--- src/rtl/sts_pkg.sv ---
package sts_pkg;
  localparam int unsigned DATA_W  = 8;
  localparam int unsigned FRAME_W = DATA_W + 1;
  localparam int unsigned CNT_W   = $clog2(FRAME_W + 1);

  typedef logic [FRAME_W-1:0] frame_t;
  typedef logic [CNT_W-1:0]   bitcnt_t;

  // number of bits on the wire for one word
  function automatic bitcnt_t frame_len(input logic nine);
    return nine ? bitcnt_t'(FRAME_W) : bitcnt_t'(DATA_W);
  endfunction

  // word with its optional top bit, LSB goes out first
  function automatic frame_t frame_pack(input logic [DATA_W-1:0] d,
                                        input logic nine, input logic b8);
    return {nine & b8, d};
  endfunction

  // all port configuration bits agree with slave transmission
  function automatic logic tx_allowed(input logic pen, input logic syn,
                                      input logic mst, input logic ten,
                                      input logic rxs, input logic rxc);
    return pen & syn & ~mst & ten & ~rxs & ~rxc;
  endfunction
endpackage

--- src/rtl/sts_clk_sync.sv ---
module sts_clk_sync #(
  parameter int unsigned STAGES = 2
) (
  input  logic clk,
  input  logic rst_n,
  input  logic raw_clk,
  input  logic invert,
  output logic fall_evt
);
  localparam int unsigned LAST = STAGES - 1;

  logic [STAGES-1:0] sync_q;
  logic              prev_q;
  logic              eff;

  // idle level of the external clock reads as high after the XOR
  always_ff @(posedge clk or negedge rst_n) begin
    if (!rst_n) begin
      sync_q <= '0;
      prev_q <= 1'b1;
    end else begin
      sync_q <= {sync_q[STAGES-2:0], raw_clk};
      prev_q <= eff;
    end
  end

  assign eff      = sync_q[LAST] ^ invert;
  assign fall_evt = prev_q & ~eff;
endmodule

--- src/rtl/sts_hold_reg.sv ---
module sts_hold_reg
  import sts_pkg::*;
(
  input  logic              clk,
  input  logic              rst_n,
  input  logic              wr_valid,
  input  logic [DATA_W-1:0] wr_data,
  input  logic              take,
  output logic              full,
  output logic [DATA_W-1:0] word,
  output logic              ovr
);
  logic accept;
  assign accept = wr_valid & ~full;

  always_ff @(posedge clk or negedge rst_n) begin
    if (!rst_n) begin
      full <= 1'b0;
      word <= '0;
      ovr  <= 1'b0;
    end else begin
      if (accept) begin
        full <= 1'b1;
        word <= wr_data;
      end else if (take) begin
        full <= 1'b0;
      end
      if (wr_valid && full) ovr <= 1'b1;
    end
  end
endmodule

--- src/rtl/sts_shifter.sv ---
module sts_shifter
  import sts_pkg::*;
(
  input  logic   clk,
  input  logic   rst_n,
  input  logic   active,
  input  logic   load,
  input  frame_t load_frame,
  input  logic   load_nine,
  input  logic   shift,
  output logic   busy,
  output logic   pin
);
  frame_t  sreg;
  bitcnt_t left;

  always_ff @(posedge clk or negedge rst_n) begin
    if (!rst_n) begin
      sreg <= '0;
      left <= '0;
      busy <= 1'b0;
    end else if (!active) begin
      busy <= 1'b0;
    end else if (load) begin
      sreg <= load_frame;
      left <= frame_len(load_nine) - bitcnt_t'(1);
      busy <= 1'b1;
    end else if (shift && busy) begin
      if (left == '0) begin
        busy <= 1'b0;
      end else begin
        sreg <= sreg >> 1;
        left <= left - bitcnt_t'(1);
      end
    end
  end

  assign pin = (active && busy) ? sreg[0] : 1'b1;
endmodule

--- src/rtl/sync_slave_tx.sv ---
module sync_slave_tx
  import sts_pkg::*;
#(
  parameter int unsigned SYNC_STAGES = 2
) (
  input  logic              clk,
  input  logic              rst_n,
  input  logic              ext_sclk,
  input  logic              port_en,
  input  logic              sync_mode,
  input  logic              master_mode,
  input  logic              tx_en,
  input  logic              rx_single,
  input  logic              rx_cont,
  input  logic              clk_inv,
  input  logic              nine_bit,
  input  logic              bit8_val,
  input  logic              irq_en,
  input  logic              wr_valid,
  input  logic [DATA_W-1:0] wr_data,
  output logic              tx_pin,
  output logic              hold_empty,
  output logic              shift_empty,
  output logic              irq_out,
  output logic              overrun
);
  // named internal events, observed by the bound checker
  logic              active;
  logic              load_evt;
  logic              shift_evt;
  logic              hold_full;
  logic              sh_busy;
  logic [DATA_W-1:0] held_word;

  assign active   = tx_allowed(port_en, sync_mode, master_mode, tx_en,
                               rx_single, rx_cont);
  assign load_evt = active & hold_full & ~sh_busy;

  sts_clk_sync #(.STAGES(SYNC_STAGES)) u_sync (
    .clk      (clk),
    .rst_n    (rst_n),
    .raw_clk  (ext_sclk),
    .invert   (clk_inv),
    .fall_evt (shift_evt)
  );

  sts_hold_reg u_hold (
    .clk      (clk),
    .rst_n    (rst_n),
    .wr_valid (wr_valid),
    .wr_data  (wr_data),
    .take     (load_evt),
    .full     (hold_full),
    .word     (held_word),
    .ovr      (overrun)
  );

  sts_shifter u_shift (
    .clk        (clk),
    .rst_n      (rst_n),
    .active     (active),
    .load       (load_evt),
    .load_frame (frame_pack(held_word, nine_bit, bit8_val)),
    .load_nine  (nine_bit),
    .shift      (shift_evt),
    .busy       (sh_busy),
    .pin        (tx_pin)
  );

  assign hold_empty  = ~hold_full;
  assign shift_empty = ~sh_busy;
  assign irq_out     = irq_en & hold_empty;
endmodule

--- config.mk ---
export PLATFORM = sky130hd
export DESIGN_NAME = sync_slave_tx
export DESIGN_NICKNAME = d
export VERILOG_FILES = /design/src/rtl/sts_pkg.sv /design/src/rtl/sts_clk_sync.sv /design/src/rtl/sts_hold_reg.sv /design/src/rtl/sts_shifter.sv /design/src/rtl/sync_slave_tx.sv
export SDC_FILE = /design/constraint.sdc
export NUM_CORES = 1
export LEC_CHECK = 0
export ABC_CLOCK_PERIOD_IN_PS = 3990
export BUFFER_PORTS_ARGS = -buffer_cell sky130_fd_sc_hd__buf_2
export CAP_MARGIN = 15
export CORE_MARGIN = 1.5
export CORE_UTILIZATION = 30
export DETAILED_ROUTE_END_ITERATION = 6
export SKIP_CTS_REPAIR_TIMING = 1
export SYNTH_ARGS = -nofsm -noshare
export SYNTH_HDL_FRONTEND = slang
export SYNTH_HIERARCHICAL = 1
export SYNTH_SLANG_ARGS = --single-unit
--- constraint.sdc ---
create_clock -name clk -period 3.99 [get_ports clk]
set_clock_uncertainty 0.2 [all_clocks]
set_input_delay 1.197 -clock clk [delete_from_list [all_inputs] [get_ports clk]]
set_output_delay 1.197 -clock clk [all_outputs]
set_load 0.03 [all_outputs]
== After elaboration in Yosys (flattened, before gate mapping) ==
Index checks and enable logic that the tools add are counted.

* Bits in registers: 27
* Input port bits: 22
* Output and inout bits: 5

* $add $sub $neg: 2
* Equal/unequal tests: 3
* Mux-type cells: 14
* Bitwise operators: 18
* Reductions and logical operators: 8

{| class="wikitable"
|+ Operator list
! operator !! count
|-
| $mux 9 || 3
|-
| $mux 4 || 3
|-
| $and 1x1->1 || 11
|-
| $mux 1 || 8
|-
| $sub 4x1->4 const B || 2
|-
| $ne 3x1->1 const B || 2
|-
| $not 1->1 || 6
|-
| $logic_not 4->1 || 1
|-
| $reduce_bool 2->1 || 2
|-
| $logic_and 1x1->1 || 3
|-
| $reduce_and 3->1 || 1
|-
| $ne 2x2->1 const B || 1
|-
| $reduce_and 2->1 || 1
|-
| $xor 1x1->1 || 1
|}

== Logic depth before layout (Yosys ltp) ==
* Word-level depth: 9
* Gate-level depth with buffers: 9
* Depth with buffers taken out: 7

== Cells and area by module ==
Netlist, hierarchy kept.

{| class="wikitable"
|+ Modules (own cells, without submodules)
! module !! times used !! cells each !! area an instance (µm²) !! sequential area each (µm²)
|-
| sts_shifter || 1 || 59 || 750.7 || 350.3
|-
| sts_hold_reg || 1 || 23 || 407.9 || 250.2
|-
| sts_clk_sync || 1 || 6 || 92.6 || 76.3
|-
| sync_slave_tx || 1 || 8 || 50.0 || 0.0
|}

== Least setup slack after synthesis ==
OpenSTA, ideal clock, no wires.

* Path kind: input to output
* Start: input master_mode
* End: output tx_pin
* Arrival time: 2478 ps
* Required time: 2593 ps
* Setup slack: 115 ps
* Stages: 4
* Buffers on the path: 0
* Cell sequence: or4b_1 nor2_1 nand2_1 or2_2

* Cells in the longest elaborated chain, start to end: 7

{| class="wikitable"
|+ RTL lines
! element !! line !! source
|-
| start: declaration || sync_slave_tx.sv:11 || <nowiki>input logic master_mode,</nowiki>
|-
| $not 1->1 || sts_pkg.sv:24 || <nowiki>return pen & syn & ~mst & ten & ~rxs & ~rxc;</nowiki>
|-
| $and 1x1->1 (4 in a row) || sts_pkg.sv:24 ||
|-
| net active || sync_slave_tx.sv:28 || <nowiki>logic active;</nowiki>
|-
| $logic_and 1x1->1 || sts_shifter.sv:38 || <nowiki>assign pin = (active && busy) ? sreg[0] : 1'b1;</nowiki>
|-
| $mux 1 || sts_shifter.sv:38 ||
|-
| end: declaration || sync_slave_tx.sv:21 || <nowiki>output logic tx_pin,</nowiki>
|}

The timed path passes the listed nets, and every way through them passes these cells.

== Final worst setup path ==
Same ends and word-level chain as after synthesis.

==> flow_summary.yaml <==
synthesis:
  synth_cell_types: 30
  syn_inst: 96
  yosysTopAreaCell: "dfrtp_1"
  ys_seq_elements: 27
  synthTopCellsByArea: "dfrtp_1, mux2_2, mux2_4"
  yosys_warnings: 6
  avgSynthCellArea_um2: 13.6
  syn_nets: 119
  synth_area_mm2: 0.00130
  synth_seq_area_share_pct: 52.0
  synth.top_cell.area_share_pct: 50.0
timing:
  rsz0062_at_grt: "no"
  fin_setup_tns_ps: 0
  slew_violations: 0
  hold_viol: 0
  max_clock_freq_ghz: 0.257
  setup_viol: 0
  period_share_pct: 97.6
  setup_ws_ps: 95.9
  tightestPinTransition_ps: 621
  period_needed_ps: 3890
  slew_headroom_pct: 58.4
setup_path:
  reg2reg_depth: 8
  path_depth: 6
  cpMostUsedCell: "buf_2"
  critPathRequiredTime_ps: 2590
  criticalPathCategory: "in2out"
  cp_num_buf_inv: 2
  startpoint_type: "input pin"
  crit_chain: "buf_2 > or4b_4 > nor2_2 > nand2_1 > or2_2 > buf_2"
  critPathSlowestCell: "or4b_4"
  critical_path.top_delay_family: "simple AND/OR/NAND/NOR gates"
  cp_slowest_stage_delay_ps: 540
  rr_endpoint: "u_shift/left[2]$_DFFE_PN0P_"
  r2r_start: "u_hold/full$_DFFE_PN0P_"
  regToRegSetupSlack_ps: 1540
  setup.worst_path.end_class: "output pin"
  path_max_fanout: 2
  arrival_ps: 2500
drt:
  routedWlPerCell_um: 13.4
  drtPass1Iterations: 3
  met3_length_um: 55
  drc: 0
  top_layer: "met4"
  m1WireLength_mm: 1.10
  vias_per_cell: 4.64
  postRouteWirelength_mm: 2.36
  num_vias: 816
  dr_wl_met2_mm: 1.14
  drtIter0Drc: 9
  ant_nets: 0
flow_run:
  maxCapViolCount: 0
layout:
  drive_gt1_share_pct: 56.3
  instances_no_fill: 176
  diodes: 0
  num-nets-final: 150
  num-fill-cells: 405
  syn_to_final_growth_pct: 18.9
  layout_common_cells: "buf_2, dfrtp_1, mux2_2"
  regArea_um2: 677
  multi_input_area_um2: 594
floorplanning:
  io_pins: 27
  initial_core_util_pct: 31.8
  fp.dieW_um: 68.9
  rows: 23
  core_mm2: 0.00409
  dieArea_mm2: 0.00474
  die_y_um: 68.9
place:
  gp_congestion: 0.783
  dp.cells: 172
  pre_cts_slack_ps: 35.1
  hpwl_mm: 1.75
  io_buffer_count: 26
clock_network:
  clock_latency_ps: 280
  ctsRootBufferMaster: "clkbuf_8"
  tritoncts: "yes"
  clkTransAtPathRegs_ps: 90
  htree_levels: 1
  cts_sinks: 27
  clk_path_buf_depth: 2
  cts_made_buffers: 3
hold_path:
  hold_class: "reg2reg"
  whs_endpoint: "u_sync/sync_q[1]$_DFF_PN0_"
  hp-start: "u_sync/sync_q[0]$_DFF_PN0_"
  hold_depth: 0
global_routing:
  grt_max_degree: 28
  antenna_found_initial: 0
  grt.total_usage_pct: 12.3
  grt_pass1_wl_mm: 4.21
  overflow: 0
  grt_pass1_vias: 909
power:
  ir_drop_uv: 180
  p_leak_nw: 0.746
  powerDensity_mw_per_mm2: 342
outcome:
  status: "complete, no violations"
area by class of cell:
cell class	count	area share, %
Multi-Input combinational cell	62	38.4
Tap cell	50	4.04
Sequential cell	27	43.7
Clock buffer	3	2.67
Timing Repair Buffer	29	9.86
Inverter	4	0.970
Clock inverter	1	0.323
power by group:
part            total, W  internal, W  switching (W)
sequential      0.000313     0.000300      0.0000130
combinational  0.0000611    0.0000416      0.0000195
clock           0.000155    0.0000701      0.0000851
total           0.000529     0.000411       0.000118
through the flow:
step           area [um2]  total power (W)  util [%]  hold WS, ps
3_5_place_dp         1500         0.000379      36.6          161
6_report             1550         0.000529      37.9          172
3_3_place_gp         1500         0.000377      36.6          133
2_1_floorplan        1300         0.000356         -          131
5_1_grt              1550         0.000560      37.9          189
4_1_cts              1540         0.000536      37.7          182
worst register-to-register path, delay by kind of cell (launching register included):
kind | cells | cell delay, ps
AOI/OAI and AO/OA | 1 | 140
adders and majority gates | 1 | 250
buffers and inverters | 2 | 310
DFF | 1 | 460
muxes | 1 | 260
and+or+nand+nor | 3 | 740
registers in the layout, summed over array words and instances (netlist names):
register       count
u_hold/full        1
u_hold/ovr         1
u_hold/word        8
u_shift/busy       1
u_shift/left       4
u_shift/sreg       9
u_sync/prev_q      1
u_sync/sync_q      2
cells in the mapped netlist:
library cell and number:
o21ai_0 2, ha_1 1, buf_6 1, o41ai_1 1, buf_2 2, nand3_1 2, or3_2 1, o311a_1 1
o21ai_4 1, mux2_4 8, or4b_1 1, mux2_2 18, or2b_1 1, nor2b_2 1, nor2_1 4, xor2_1 1
mux2i_1 2, nand2_1 6, nand3b_1 1, a21o_2 2, dfrtp_1 26, dfstp_2 1, and2_1 1, nor4_2 1
o21ba_2 1, nor4_4 1, or2_2 1, nor2b_1 1, a21oi_1 2, inv_1 4
worst max path at each step:
stage | from | slack, ps | endpoint
2_1_floorplan | master_mode | 110 | tx_pin
3_3_place_gp | master_mode | 60 | tx_pin
3_5_place_dp | master_mode | 40 | tx_pin
4_1_cts | master_mode | 40 | tx_pin
5_1_grt | master_mode | 20 | tx_pin
6_report | master_mode | 100 | tx_pin
routing by layer:
layer / vias to the layer above / GRT usage [%]
met3: 5 / 1.30
met4: 0 / 8.82
met2: 12 / 20.7
met1: 404 / 14.7
li1: 395 / -
met5: - / 0
logic make-up after synthesis:
group | count (synthesis) | share of synthesized area [%]
and+or+nand+nor | 22 | 10.9
buffers and inverters | 7 | 2.79
adders and majority gates | 1 | 0.961
DFF | 27 | 52.0
muxes | 28 | 26.3
AOI/OAI and AO/OA | 10 | 6.35
xor gates and xnor gates | 1 | 0.673
No activity file was read; power rests on OpenSTA's default activity.
